===== src/rtl/dbe_pkg.sv =====
`timescale 1ns/1ps
package dbe_pkg;
  typedef enum logic [2:0] {
    SEL_ADDR = 3'd0,
    SEL_LEN  = 3'd1,
    SEL_CFG  = 3'd2,
    SEL_STAT = 3'd3,
    SEL_STEN = 3'd4,
    SEL_SGEN = 3'd5
  } reg_sel_e;

  // status bit positions; software decodes these
  localparam int ST_CMD  = 0;
  localparam int ST_XFER = 1;
  localparam int ST_BND  = 3;
  localparam int ST_WRDY = 4;
  localparam int ST_RRDY = 5;
endpackage


===== src/rtl/dbe_addr_gen.sv =====
`timescale 1ns/1ps
module dbe_addr_gen #(
  parameter int AW         = 32,
  parameter int FW         = 3,
  parameter int BASE_SHIFT = 12,
  parameter int WORD_BYTES = 4,
  parameter int FIELD_RST  = 7
) (
  input  logic          clk,
  input  logic          rst_n,
  input  logic          addr_wr,
  input  logic          len_wr,
  input  logic          cfg_wr,
  input  logic [AW-1:0] wdata,
  input  logic          req_ready,
  output logic          req_valid,
  output logic [AW-1:0] cur_addr,
  output logic [AW-1:0] remaining,
  output logic [FW-1:0] field,
  output logic          busy,
  output logic          paused,
  output logic          done_pulse,
  output logic          bnd_pulse
);
  localparam int ALIGN = $clog2(WORD_BYTES);
  localparam logic [AW-1:0] ONE  = AW'(1);
  localparam logic [AW-1:0] STEP = AW'(WORD_BYTES);

  logic [AW-1:0] wdata_al;
  logic [AW-1:0] next_addr;
  logic [AW-1:0] rem_next;
  logic [AW-1:0] bnd_mask;
  logic          hs;
  logic          last_word;
  logic          at_bnd;
  logic          start;

  assign wdata_al  = {wdata[AW-1:ALIGN], {ALIGN{1'b0}}};
  assign hs        = busy & ~paused & req_ready;
  assign next_addr = cur_addr + STEP;
  assign rem_next  = remaining - STEP;
  assign bnd_mask  = (ONE << (BASE_SHIFT + int'(field))) - ONE;
  assign last_word = (rem_next == '0);
  assign at_bnd    = ((next_addr & bnd_mask) == '0);
  assign start     = len_wr & ~busy & (wdata_al != '0);

  assign done_pulse = hs & last_word;
  assign bnd_pulse  = hs & ~last_word & at_bnd;
  assign req_valid  = busy & ~paused;

  always_ff @(posedge clk) begin
    if (!rst_n) begin
      cur_addr <= '0;
    end else if (addr_wr) begin
      cur_addr <= wdata_al;
    end else if (hs) begin
      cur_addr <= next_addr;
    end
  end

  always_ff @(posedge clk) begin
    if (!rst_n) begin
      remaining <= '0;
    end else if (len_wr && !busy) begin
      remaining <= wdata_al;
    end else if (hs) begin
      remaining <= rem_next;
    end
  end

  always_ff @(posedge clk) begin
    if (!rst_n) begin
      busy <= 1'b0;
    end else if (start) begin
      busy <= 1'b1;
    end else if (done_pulse) begin
      busy <= 1'b0;
    end
  end

  // an address write cancels any pause, including one raised in the same cycle
  always_ff @(posedge clk) begin
    if (!rst_n) begin
      paused <= 1'b0;
    end else if (addr_wr) begin
      paused <= 1'b0;
    end else if (bnd_pulse) begin
      paused <= 1'b1;
    end
  end

  always_ff @(posedge clk) begin
    if (!rst_n) begin
      field <= FW'(FIELD_RST);
    end else if (cfg_wr) begin
      field <= wdata[FW-1:0];
    end
  end
endmodule


===== src/rtl/dbe_irq_status.sv =====
`timescale 1ns/1ps
module dbe_irq_status #(
  parameter int SW = 16
) (
  input  logic          clk,
  input  logic          rst_n,
  input  logic [SW-1:0] ev_raw,
  input  logic          clr_wr,
  input  logic          sten_wr,
  input  logic          sgen_wr,
  input  logic [SW-1:0] wdata,
  output logic [SW-1:0] status,
  output logic [SW-1:0] sten,
  output logic [SW-1:0] sgen,
  output logic          irq
);
  for (genvar i = 0; i < SW; i++) begin : g_bit
    logic set_i;
    logic clr_i;
    assign set_i = ev_raw[i] & sten[i];
    assign clr_i = clr_wr & wdata[i];
    always_ff @(posedge clk) begin
      if (!rst_n) begin
        status[i] <= 1'b0;
      end else if (set_i) begin
        status[i] <= 1'b1;
      end else if (clr_i) begin
        status[i] <= 1'b0;
      end
    end
  end

  always_ff @(posedge clk) begin
    if (!rst_n) begin
      sten <= '0;
      sgen <= '0;
    end else begin
      if (sten_wr) sten <= wdata;
      if (sgen_wr) sgen <= wdata;
    end
  end

  assign irq = |(status & sgen);
endmodule


===== src/rtl/dbe_bnd_engine.sv =====
`timescale 1ns/1ps
module dbe_bnd_engine #(
  parameter int DW         = 32,
  parameter int SW         = 16,
  parameter int FW         = 3,
  parameter int BASE_SHIFT = 12,
  parameter int WORD_BYTES = 4,
  parameter int FIELD_RST  = 7
) (
  input  logic          clk,
  input  logic          rst_n,
  input  logic          reg_wr,
  input  logic [2:0]    reg_sel,
  input  logic [DW-1:0] reg_wdata,
  output logic [DW-1:0] reg_rdata,
  input  logic          ev_cmd_done,
  input  logic          ev_wbuf_ready,
  input  logic          ev_rbuf_ready,
  output logic          mreq_valid,
  input  logic          mreq_ready,
  output logic [DW-1:0] mreq_addr,
  output logic          irq
);
  import dbe_pkg::*;

  logic          wr_addr, wr_len, wr_cfg, wr_stat, wr_sten, wr_sgen;
  logic [DW-1:0] st_addr;
  logic [DW-1:0] st_remaining;
  logic [FW-1:0] st_field;
  logic          st_busy;
  logic          st_paused;
  logic          done_pulse;
  logic          bnd_pulse;
  logic [SW-1:0] ev_raw;
  logic [SW-1:0] st_status;
  logic [SW-1:0] st_sten;
  logic [SW-1:0] st_sgen;

  assign wr_addr = reg_wr & (reg_sel == SEL_ADDR);
  assign wr_len  = reg_wr & (reg_sel == SEL_LEN);
  assign wr_cfg  = reg_wr & (reg_sel == SEL_CFG);
  assign wr_stat = reg_wr & (reg_sel == SEL_STAT);
  assign wr_sten = reg_wr & (reg_sel == SEL_STEN);
  assign wr_sgen = reg_wr & (reg_sel == SEL_SGEN);

  dbe_addr_gen #(
    .AW(DW), .FW(FW), .BASE_SHIFT(BASE_SHIFT),
    .WORD_BYTES(WORD_BYTES), .FIELD_RST(FIELD_RST)
  ) u_agen (
    .clk(clk), .rst_n(rst_n),
    .addr_wr(wr_addr), .len_wr(wr_len), .cfg_wr(wr_cfg),
    .wdata(reg_wdata), .req_ready(mreq_ready), .req_valid(mreq_valid),
    .cur_addr(st_addr), .remaining(st_remaining), .field(st_field),
    .busy(st_busy), .paused(st_paused),
    .done_pulse(done_pulse), .bnd_pulse(bnd_pulse)
  );

  assign mreq_addr = st_addr;

  always_comb begin
    ev_raw          = '0;
    ev_raw[ST_CMD]  = ev_cmd_done;
    ev_raw[ST_XFER] = done_pulse;
    ev_raw[ST_BND]  = bnd_pulse;
    ev_raw[ST_WRDY] = ev_wbuf_ready;
    ev_raw[ST_RRDY] = ev_rbuf_ready;
  end

  dbe_irq_status #(.SW(SW)) u_irq (
    .clk(clk), .rst_n(rst_n), .ev_raw(ev_raw),
    .clr_wr(wr_stat), .sten_wr(wr_sten), .sgen_wr(wr_sgen),
    .wdata(reg_wdata[SW-1:0]),
    .status(st_status), .sten(st_sten), .sgen(st_sgen), .irq(irq)
  );

  always_comb begin
    case (reg_sel)
      SEL_ADDR: reg_rdata = st_addr;
      SEL_LEN:  reg_rdata = st_remaining;
      SEL_CFG:  reg_rdata = {{(DW-FW){1'b0}}, st_field};
      SEL_STAT: reg_rdata = {{(DW-SW){1'b0}}, st_status};
      SEL_STEN: reg_rdata = {{(DW-SW){1'b0}}, st_sten};
      SEL_SGEN: reg_rdata = {{(DW-SW){1'b0}}, st_sgen};
      default:  reg_rdata = '0;
    endcase
  end
endmodule


===== config.mk =====
export PLATFORM = sky130hd
export DESIGN_NAME = dbe_bnd_engine
export DESIGN_NICKNAME = d
export VERILOG_FILES = /design/src/rtl/dbe_pkg.sv /design/src/rtl/dbe_addr_gen.sv /design/src/rtl/dbe_irq_status.sv /design/src/rtl/dbe_bnd_engine.sv
export SDC_FILE = /design/constraint.sdc
export NUM_CORES = 1
export LEC_CHECK = 0
export BUFFER_PORTS_ARGS = -buffer_cell sky130_fd_sc_hd__buf_2
export CAP_MARGIN = 25
export CORE_ASPECT_RATIO = 0.9
export CORE_UTILIZATION = 35
export DETAILED_ROUTE_END_ITERATION = 6
export REMOVE_ABC_BUFFERS = 1
export SLEW_MARGIN = 30
export SYNTH_ARGS = -nofsm -noshare
export SYNTH_HDL_FRONTEND = slang
export SYNTH_SLANG_ARGS = --single-unit

===== constraint.sdc =====
create_clock -name clk -period 2.8 [get_ports clk]
set_input_delay 0.14 -clock clk [delete_from_list [all_inputs] [get_ports clk]]
set_output_delay 0.14 -clock clk [all_outputs]
set_load 0.1 [all_outputs]

### After elaboration in Yosys (flattened, before gate mapping)

Cells that the tools add are included.

| storage, ports and cells | value |
|---|---|
| word-level logic and storage cells | 87 |
| register bits | 106 |
| output and inout port bits | 66 |

| cells by class | value |
|---|---|
| reduce and logical (&&, ||, !) cells | 17 |
| shift-type cells | 1 |
| multiplexer cells | 17 |
| equality and inequality tests | 5 |
| add/sub/neg operators | 4 |
| bitwise gates (word level) | 29 |

Operators with widths:

| operator | number |
|---|---|
| $pmux W32 S6 | 1 |
| $mux W32 | 4 |
| $logic_not A32 Y1 | 2 |
| $add A32 B3 Y32 const B | 1 |
| $and A32 B32 Y32 | 1 |
| $reduce_bool A32 Y1 | 1 |
| $shl A1 B32 Y32 const A | 1 |
| $sub A32 B1 Y32 const B | 1 |
| $sub A32 B3 Y32 const B | 1 |
| $and A1 B1 Y1 | 23 |
| $and A6 B16 Y16 | 1 |
| $reduce_bool A2 Y1 | 8 |
| $reduce_or A16 Y1 | 1 |
| $mux W1 | 12 |
| $eq A3 B2 Y1 const B | 2 |
| $eq A3 B3 Y1 const B | 2 |
| $add A4 B3 Y5 const A | 1 |
| $not A1 Y1 | 4 |
| $reduce_or A2 Y1 | 2 |
| $eq A3 B1 Y1 const B | 1 |
| $logic_not A3 Y1 | 1 |
| $logic_and A1 B1 Y1 | 1 |
| $logic_not A1 Y1 | 1 |

### Depth between registers and ports, before layout

Gate-level depths: netlist of run 1.

| depth | value |
|---|---|
| word-level depth | 8 |
| depth in mapped cells | 10 |
| mapped depth without buffers | 9 |

### Modules after synthesis

From an unflattened synthesis of run 1, not the netlist that was laid out.

| unflattened totals | value |
|---|---|
| cell total of the unflattened synthesis | 902 |
| area, all modules | 7370.8 µm² |

Modules (own cells, without submodules):

| module | cells an instance | area an instance (µm²) | instances |
|---|---|---|---|
| dbe_addr_gen | 576 | 4386.7 | 1 |
| dbe_irq_status | 180 | 1941.9 | 1 |
| dbe_bnd_engine | 146 | 1042.2 | 1 |

### Least setup slack after synthesis of run 1

OpenSTA, ideal clock, no wires.

| path | value |
|---|---|
| path type | reg-to-output |
| from | register u_agen.cur_addr[2] |
| to | output port reg_rdata[2] |
| slack | -0.789 ns |
| data arrival time | 3.449 ns |
| cell stages (with the launch flop) | 5 |
| path through | dfxtp_1 > mux2i_1 > nor2_1 > a21oi_1 > o21ai_0 |

| between the ends | value |
|---|---|
| word-level cells in the longest chain between the ends | 1 |

RTL lines:

| element | RTL line | source |
|---|---|---|
| from (decl) | dbe_addr_gen.sv:17 | `output logic [AW-1:0] cur_addr,` |
| from (signal assigned) | dbe_addr_gen.sv:55 | `cur_addr <= wdata_al;` |
| from (signal assigned) | dbe_addr_gen.sv:57 | `cur_addr <= next_addr;` |
| $pmux W32 S6 | dbe_bnd_engine.sv:77 | `case (reg_sel)` |
| to (decl) | dbe_bnd_engine.sv:15 | `output logic [DW-1:0] reg_rdata,` |

Every way passes these cells.

### Worst setup path after layout of run 1

| path | value |
|---|---|
| from | register u_agen.cur_addr[4] |
| to | register u_agen.paused |

| between the ends | value |
|---|---|
| word-level cells in the longest chain between the ends | 4 |

RTL lines:

| element | RTL line | source |
|---|---|---|
| $add A32 B3 Y32 | dbe_addr_gen.sv:40 | `assign next_addr = cur_addr + STEP;` |
| $and A32 B32 Y32 | dbe_addr_gen.sv:44 | `assign at_bnd = ((next_addr & bnd_mask) == '0);` |
| $logic_not A32 Y1 | dbe_addr_gen.sv:44 |  |
| $and A1 B1 Y1 | dbe_addr_gen.sv:48 | `assign bnd_pulse = hs & ~last_word & at_bnd;` |
| to (signal assigned) | dbe_addr_gen.sv:84 | `paused <= 1'b0;` |
| to (signal assigned) | dbe_addr_gen.sv:86 | `paused <= 1'b0;` |
| to (signal assigned) | dbe_addr_gen.sv:88 | `paused <= 1'b1;` |
| to (decl) | dbe_addr_gen.sv:21 | `output logic paused,` |

Every way passes these cells.
A chain may end at the register's enable or synchronous reset.

==> results of run 1 <==
## worst max-delay path, cell delays in order, from the launching register on
cell and delay [ns]:
sky130_fd_sc_hd__dfxtp_1 0.52, sky130_fd_sc_hd__and4_2 0.43, sky130_fd_sc_hd__and4_1 0.29, sky130_fd_sc_hd__xor2_1 0.08, sky130_fd_sc_hd__a2111oi_0 0.50, sky130_fd_sc_hd__nor4b_2 0.46, sky130_fd_sc_hd__nand4_1 0.13, sky130_fd_sc_hd__o21ai_0 0.15
## how the worst max path moves through the flow
stage / cells after the start / end / startpoint
after floorplan: 6 / u_agen.remaining[11]$_SDFFE_PN0P_ / u_agen.busy$_SDFFE_PN0P_
after global placement: 9 / u_irq.status[3]$_SDFFE_PN0P_ / u_agen.remaining[3]$_SDFFE_PN0P_
after detailed placement: 9 / u_irq.status[3]$_SDFFE_PN0P_ / u_agen.remaining[3]$_SDFFE_PN0P_
after CTS: 9 / u_agen.paused$_SDFFE_PP0P_ / u_agen.remaining[3]$_SDFFE_PN0P_
after global routing: 7 / u_irq.status[3]$_SDFFE_PN0P_ / u_agen.cur_addr[4]$_SDFFE_PN0P_
final: 7 / u_agen.paused$_SDFFE_PP0P_ / u_agen.cur_addr[4]$_SDFFE_PN0P_
## Yosys cell counts (all sizes together), types with 16 or more instances
| master | number |
|---|---|
| nand2 | 112 |
| dfxtp | 102 |
| nor2 | 101 |
| a21oi | 63 |
| clkbuf | 47 |
| o21ai | 34 |
| a211oi | 23 |
| buf | 23 |
| nand3 | 21 |
| xor2 | 21 |
| nand4 | 19 |
| a22o | 17 |
| nor4 | 17 |
| a22oi | 16 |
| nor2b | 16 |
## cells by family after synthesis
kind of cell               after synthesis  synth area share, %
AOI/OAI and AO/OA                      207                21.98
DFF                                    102                32.20
and+or+nand+nor                        357                28.74
adders and majority gates                4               0.7891
muxes                                   28                6.510
buffers and inverters                   73                5.031
other                                    1              0.05913
xor gates and xnor gates                34                4.695
## state kept, by name, summed over array words and instances, names as in the netlist
register          cells
u_irq.sten           16
u_agen.cur_addr      30
u_irq.sgen           16
u_agen.remaining     30
u_agen.busy           1
u_irq.status          5
u_agen.field          3
u_agen.paused         1
## routing by layer
layer	track usage, %	routed length, um	vias to the layer above
met5	0	0	-
met4	7.635	388	0
met3	3.339	1534	24
met2	33.84	9474	243
met1	35.69	10410	3152
li1	-	-	3124
## through the flow
stage          setup WS [ns]   TNS (ns)  util, %  hold WS [ns]
2_1_floorplan        -0.9379     -28.48        -        0.2019
4_1_cts              0.02607          0    43.44       0.03255
3_3_place_gp          0.1543          0    41.98        0.4019
6_report              0.1689          0    43.65       0.04261
3_5_place_dp         0.03130          0    41.98        0.4036
5_1_grt            -0.001765  -0.001765    43.65       0.05077
## layout make-up
| cell class | count | area (sq um) |
|---|---|---|
| clock buffer | 12 | 236.5 |
| timing repair buffer | 141 | 1061 |
| clock inverter | 3 | 21.27 |
| inverter | 3 | 11.26 |
| fill | 1832 | 9957 |
| multi-input combinational | 632 | 4039 |
| tap | 240 | 300.3 |
| sequential | 102 | 2043 |
## power by group through the flow
stage	logic [W]	clock network, W	registers [W]
floorplan	0.000456	0	0.00169
global placement	0.000844	0	0.00159
detailed placement	0.000845	0	0.00159
CTS	0.000849	0.00120	0.00155
global route	0.000932	0.00124	0.00156
finish	0.000871	0.00117	0.00156
==> impl_metrics.sql, run 1 <==
INSERT INTO impl_metrics (metric_group, metric, value, unit) VALUES
('critical_path', 'crit-reg2reg-launch', 'u_agen.cur_addr[4]$_SDFFE_PN0P_', ''),
('yosys', 'ys_dominant_reg_cell', 'sky130_fd_sc_hd__dfxtp_1', ''),
('pwr', 'internal_power', '0.002371', 'W'),
('route', 'wl_per_cell', '19.25', 'um'),
('finish', 'diodes', '0', ''),
('sta', 'timing.final.crit_period', '2.631', 'ns'),
('cts', 'cts_htree_levels', '3', ''),
('yosys', 'post-synth-top-area-cell', 'sky130_fd_sc_hd__dfxtp_1', ''),
('yosys', 'postSynthRegisterBits', '102', ''),
('route', 'drt.antenna.violating_nets', '0', ''),
('floorplanning', 'boundaryPins', '108', ''),
('cts', 'cts_buffer_depth', '2', ''),
('yosys', 'syn-mean-instance-area', '7.869', 'sq um'),
('cts', 'cts_post_setup_buffers_inserted', '0', ''),
('yosys', 'yosysSeqAreaShare', '32.20', '%'),
('route', 'drt_pre_antenna_iters', '5', ''),
('sta', 'final_min_period_over_clock_period', '93.97', '%'),
('sta', 'timing.final.max_slew_violations', '0', ''),
('global_routing', 'grt_max_degree', '45', ''),
('finish', 'final_design_area_no_fill', '7712', 'sq um'),
('yosys', 'postSynthCellCount', '806', ''),
('run', 'maxCapViolations', '0', ''),
('critical_path', 'worst_r2r_endpoint', 'u_agen.paused$_SDFFE_PP0P_', ''),
('sta', 'maxClockFrequency', '0.3801', 'GHz'),
('yosys', 'count_of_yosys_warnings_during_synthesis', '0', ''),
('finish', 'area_growth_syn_to_layout', '21.60', '%'),
('cts', 'cts_tree', 'yes', ''),
('sta', 'relSlewSlack', '49.97', '%'),
('route', 'overall_via_count_from_detail_route', '6543', ''),
('floorplanning', 'start_util', '35.89', '%'),
('status', 'status', 'completed', ''),
('floorplanning', 'chipHeight', '129.7', 'um'),
('critical_path', 'crit_arrival', '2.92', 'ns'),
('floorplanning', 'placeableCoreArea', '17670', 'sq um'),
('pwr', 'total_switching_power', '0.001229', 'W'),
('floorplanning', 'floorplan.die_area', '18660', 'sq um'),
('critical_path', 'critical_path.startpoint_type', 'flop', ''),
('route', 'drc_errors', '0', ''),
('critical_path', 'critPathMaxFanout', '8', ''),
('critical_path', 'worst-endpoint-required', '3.08', 'ns'),
('route', 'drt_wl_total', '21810', 'um'),
('finish', 'finalNonFillerCells', '1133', ''),
('finish', 'final_common_cell', 'sky130_fd_sc_hd__nand2_1', ''),
('pwr', 'power.combinational.fraction', '24.2', '%'),
('pwr', 'power_per_cell_area', '466.7', 'nW/um^2'),
('placed_design', 'dp.cells', '1118', ''),
('cts', 'clock-root-buffer', 'sky130_fd_sc_hd__clkbuf_16', ''),
('cts', 'cts.sink_count', '102', ''),
('global_routing', 'first_global_vias', '5700', ''),
('floorplanning', 'die_x', '143.9', 'um'),
('global_routing', 'grt_util_all_layers', '23.56', '%'),
('yosys', 'post_synth_edffs', '0', ''),
('pwr', 'total_power', '0.003600', 'W'),
('pwr', 'clkPwrFrac', '32.6', '%'),
('critical_path', 'r2r.worst_path.cells', '7', ''),
('placed_design', 'placed_area', '7418', 'sq um'),
('cts', 'cts_hold_buffers', '0', ''),
('critical_path', 'timing.critical_path.to_type', 'flop', ''),
('sta', 'hold_viol_final', '0', ''),
('hold_path', 'holdPathEnd', 'u_irq.status[5]$_SDFFE_PN0P_', ''),
('finish', 'final_nets', '935', ''),
('sta', 'tightest_slew', '0.7483', 'ns'),
('finish', 'most_frequent_cells_in_the_layout', '110 x sky130_fd_sc_hd__nand2_1, 101 x sky130_fd_sc_hd__dfxtp_1, 100 x sky130_fd_sc_hd__nor2_1, 89 x sky130_fd_sc_hd__buf_2, 63 x sky130_fd_sc_hd__a21oi_1', ''),
('cts', 'cts-resized-gates', '0', ''),
('finish', 'drive_above_1_share', '22.73', '%'),
('hold_path', 'holdPathStages', '3', ''),
('route', 'via_per_inst', '5.775', ''),
('cts', 'worst_skew_pair.late_latency', '0.36', 'ns'),
('placed_design', 'gp_congestion', '0.9199', ''),
('pwr', 'ir_drop', '0.2260', 'mV'),
('global_routing', 'antenna_found_initial', '0', '');
(Power assumes the default switching activity.)
==> run 2, diff against run 1 <==
--- a/config.mk
+++ b/config.mk
@@ -5,11 +5,11 @@
 export SDC_FILE = /design/constraint.sdc
 export NUM_CORES = 1
 export LEC_CHECK = 0
-export BUFFER_PORTS_ARGS = -buffer_cell sky130_fd_sc_hd__buf_2
 export CAP_MARGIN = 25
 export CORE_ASPECT_RATIO = 0.9
 export CORE_UTILIZATION = 35
 export DETAILED_ROUTE_END_ITERATION = 6
+export DONT_BUFFER_PORTS = 1
 export REMOVE_ABC_BUFFERS = 1
 export SLEW_MARGIN = 30
 export SYNTH_ARGS = -nofsm -noshare
==> run 2 against run 1 <==
Effect of this change: first-iteration DRC count rose by 12%; clock skew fell by 0.0027 ns; combinational power fell by 2.5%; sequential cell count did not move; count of clock-buffer cells in the layout rose by 1; hold slack got worse by 0.038 ns; final cell count fell by 0.79%; sequential share of layout area fell by 0.29 points; largest power group unchanged.
==> impl_metrics.sql, run 2 (synthesized netlist as in run 1, its figures left out) <==
INSERT INTO impl_metrics (metric_group, metric, value, unit) VALUES
('critical_path', 'critical_path_top_delay_cell', 'sky130_fd_sc_hd__or4b_2', ''),
('sta', 'skew', '0.007519', 'ns'),
('cts', 'cts_inserted_buffers', '9', ''),
('critical_path', 'timing.critical_path.to_type', 'flop', ''),
('finish', 'num-fill-cells', '1769', ''),
('route', 'overall_via_count_from_detail_route', '6640', ''),
('route', 'drt.antenna.violating_nets', '0', ''),
('critical_path', 'critical_path.startpoint_type', 'flop', ''),
('sta', 'tightest_slew', '0.9135', 'ns'),
('floorplanning', 'chipHeight', '129.7', 'um'),
('finish', 'reg.largest.list', 'u_agen.cur_addr (30), u_agen.remaining (30)', ''),
('critical_path', 'crit_chain', 'nor4b_2 > nand2_1 > nor2_1 > xnor2_1 > or4b_2 > nor4_2 > buf_4 > a41o_1', ''),
('sta', 'final_min_period_over_clock_period', '93.64', '%'),
('run', 'maxCapViolations', '0', ''),
('finish', 'final_design_area_no_fill', '7794', 'sq um'),
('floorplanning', 'floorplan.die_area', '18660', 'sq um'),
('critical_path', 'critPathMaxFanout', '11', ''),
('finish', 'post-route-util', '44.11', '%'),
('critical_path', 'timing.critical_path.from', 'u_agen.remaining[4]$_SDFFE_PN0P_', ''),
('placed_design', 'dp.cells', '1067', ''),
('critical_path', 'crit_arrival', '2.93', 'ns'),
('cts', 'cts_post_setup_buffers_inserted', '0', ''),
('cts', 'cts.sink_count', '102', ''),
('finish', 'final_common_cell', 'sky130_fd_sc_hd__nand2_1', ''),
('global_routing', 'first_global_vias', '6005', ''),
('floorplanning', 'placementRows', '46', ''),
('finish', 'finalNonFillerCells', '1124', ''),
('status', 'status', 'completed', ''),
('sta', 'relSlewSlack', '38.95', '%'),
('route', 'via_per_inst', '5.907', ''),
('sta', 'final_critical_path_setup_slack', '0.1781', 'ns'),
('global_routing', 'antenna_found_initial', '3', ''),
('route', 'drt_pre_antenna_iters', '6', ''),
('floorplanning', 'placeableCoreArea', '17670', 'sq um'),
('critical_path', 'worst_r2r_endpoint', 'u_irq.status[1]$_SDFFE_PN0P_', ''),
('global_routing', 'wire_length_of_the_first_global_routing_pass', '35540', 'um'),
('critical_path', 'worst-endpoint-required', '3.10', 'ns'),
('placed_design', 'placed_area', '7092', 'sq um'),
('cts', 'worst_skew_pair.late_latency', '0.35', 'ns'),
('finish', 'area_growth_syn_to_layout', '22.88', '%'),
('cts', 'cts_tree', 'yes', ''),
('critical_path', 'r2r.worst_path.cells', '8', ''),
('placed_design', 'gp_congestion', '0.9017', ''),
('sta', 'setup_repair_after_global_routing_missed_its_margin', 'false', ''),
('pwr', 'cellLeakagePower', '2.857', 'nW'),
('floorplanning', 'die_x', '143.9', 'um'),
('critical_path', 'critical-path-top-delay-family', 'simple AND/OR/NAND/NOR gates', ''),
('sta', 'maxClockFrequency', '0.3814', 'GHz'),
('pwr', 'power_per_cell_area', '472.7', 'nW/um^2'),
('route', 'drc_errors', '0', ''),
('critical_path', 'crit_path_end', 'u_irq.status[1]$_SDFFE_PN0P_', ''),
('hold_path', 'hp-class', 'input pin to flop', ''),
('cts', 'cts_buffer_depth', '2', ''),
('finish', 'drive_above_1_share', '18.69', '%'),
('route', 'drt_wl_total', '23410', 'um'),
('finish', 'final_nets', '924', ''),
('floorplanning', 'boundaryPins', '108', ''),
('cts', 'cts_htree_levels', '3', ''),
('critical_path', 'ff2ff_setup_slack', '0.18', 'ns'),
('sta', 'timing.final.max_slew_violations', '0', ''),
('placed_design', 'dp_worst_setup_slack', '0.2127', 'ns'),
('cts', 'cts.clk_slew.worst_paths', '0.07', 'ns'),
('finish', 'most_frequent_cells_in_the_layout', '110 x sky130_fd_sc_hd__nand2_1, 102 x sky130_fd_sc_hd__dfxtp_1, 100 x sky130_fd_sc_hd__nor2_1, 90 x sky130_fd_sc_hd__buf_4, 62 x sky130_fd_sc_hd__a21oi_1', ''),
('critical_path', 'critical_path_class', 'flop to flop', ''),
('pwr', 'ir_drop', '0.2489', 'mV'),
('global_routing', 'grt_util_all_layers', '25.22', '%'),
('route', 'detail_route.iter0.violations', '768', ''),
('global_routing', 'grt-ovfl-total', '0', ''),
('floorplanning', 'start_util', '35.89', '%'),
('sta', 'finalSetupViolations', '0', ''),
('critical_path', 'slowest_delay', '0.61', 'ns'),
('critical_path', 'cp.buffers_inverters', '1', ''),
('sta', 'timing.final.crit_period', '2.622', 'ns'),
('placed_design', 'place.port_buffers', '0', ''),
('global_routing', 'grt_max_degree', '60', ''),
('critical_path', 'crit-reg2reg-launch', 'u_agen.remaining[4]$_SDFFE_PN0P_', ''),
('route', 'wl_per_cell', '20.83', 'um'),
('placed_design', 'hpwl', '15910', 'um'),
('pwr', 'total_power', '0.003684', 'W'),
('critical_path', 'instance_count_on_the_critical_path', '8', ''),
('cts', 'clock-root-buffer', 'sky130_fd_sc_hd__clkbuf_16', ''),
('sta', 'hold_viol_final', '0', '');
[run 2: through the flow]
stage	hold slack, ns	setup TNS (ns)
after floorplan	0.2019	-28.48
after global placement	0.2054	0
after detailed placement	0.2069	0
after CTS	0.001984	0
after global routing	0.009958	0
final	0.004725	0
[run 2: where the power goes]
part / total (W) / switching [W] / internal, W
Clock: 0.00129 / 0.000571 / 0.000720
Sequential: 0.00154 / 0.0000503 / 0.00149
Combinational: 0.000849 / 0.000565 / 0.000284
[run 2: worst min path at each step]
| stage | cells after the start | from | slack, ns | end |
|---|---|---|---|---|
| detailed placement | 1 | rst_n | 0.21 | u_agen.field[1]$_SDFFE_PN1P_ |
| CTS | 2 | reg_wdata[21] | 0.002 | u_agen.remaining[21]$_SDFFE_PN0P_ |
| finish | 2 | reg_wdata[27] | 0.005 | u_agen.cur_addr[27]$_SDFFE_PN0P_ |
| global placement | 1 | rst_n | 0.21 | u_agen.field[0]$_SDFFE_PN1P_ |
| global route | 2 | reg_wdata[27] | 0.01 | u_agen.cur_addr[27]$_SDFFE_PN0P_ |
| floorplan | 1 | rst_n | 0.20 | u_agen.field[0]$_SDFFE_PN1P_ |
[run 2: timing repair]
| action | 4_1_cts | 5_1_grt |
|---|---|---|
| gates resized for setup | 0 | 1 |
| setup endpoints to repair | 0 | 1 |
| hold endpoints to repair | 94 | 0 |
| hold buffers | 40 | 0 |
[run 2: metal layers]
| layer | wire length, um | GRT usage, % |
|---|---|---|
| met1 | 10520 | 35.88 |
| met2 | 10180 | 37.57 |
| met3 | 2252 | 5.248 |
| met4 | 463 | 8.698 |
| met5 | 0 | 0 |
[run 2: final cells by class]
cell class | count | area, sq um | area share (%)
Multi-Input combinational cell | 632 | 4068 | 52.19
Sequential cell | 102 | 2042 | 26.20
Timing Repair Buffer | 130 | 1076 | 13.81
Tap cell | 240 | 300.3 | 3.853
Clock buffer | 13 | 250.2 | 3.211
Clock inverter | 3 | 43.79 | 0.5619
Inverter | 3 | 11.26 | 0.1445
Antenna cell | 1 | 2.502 | 0.03211
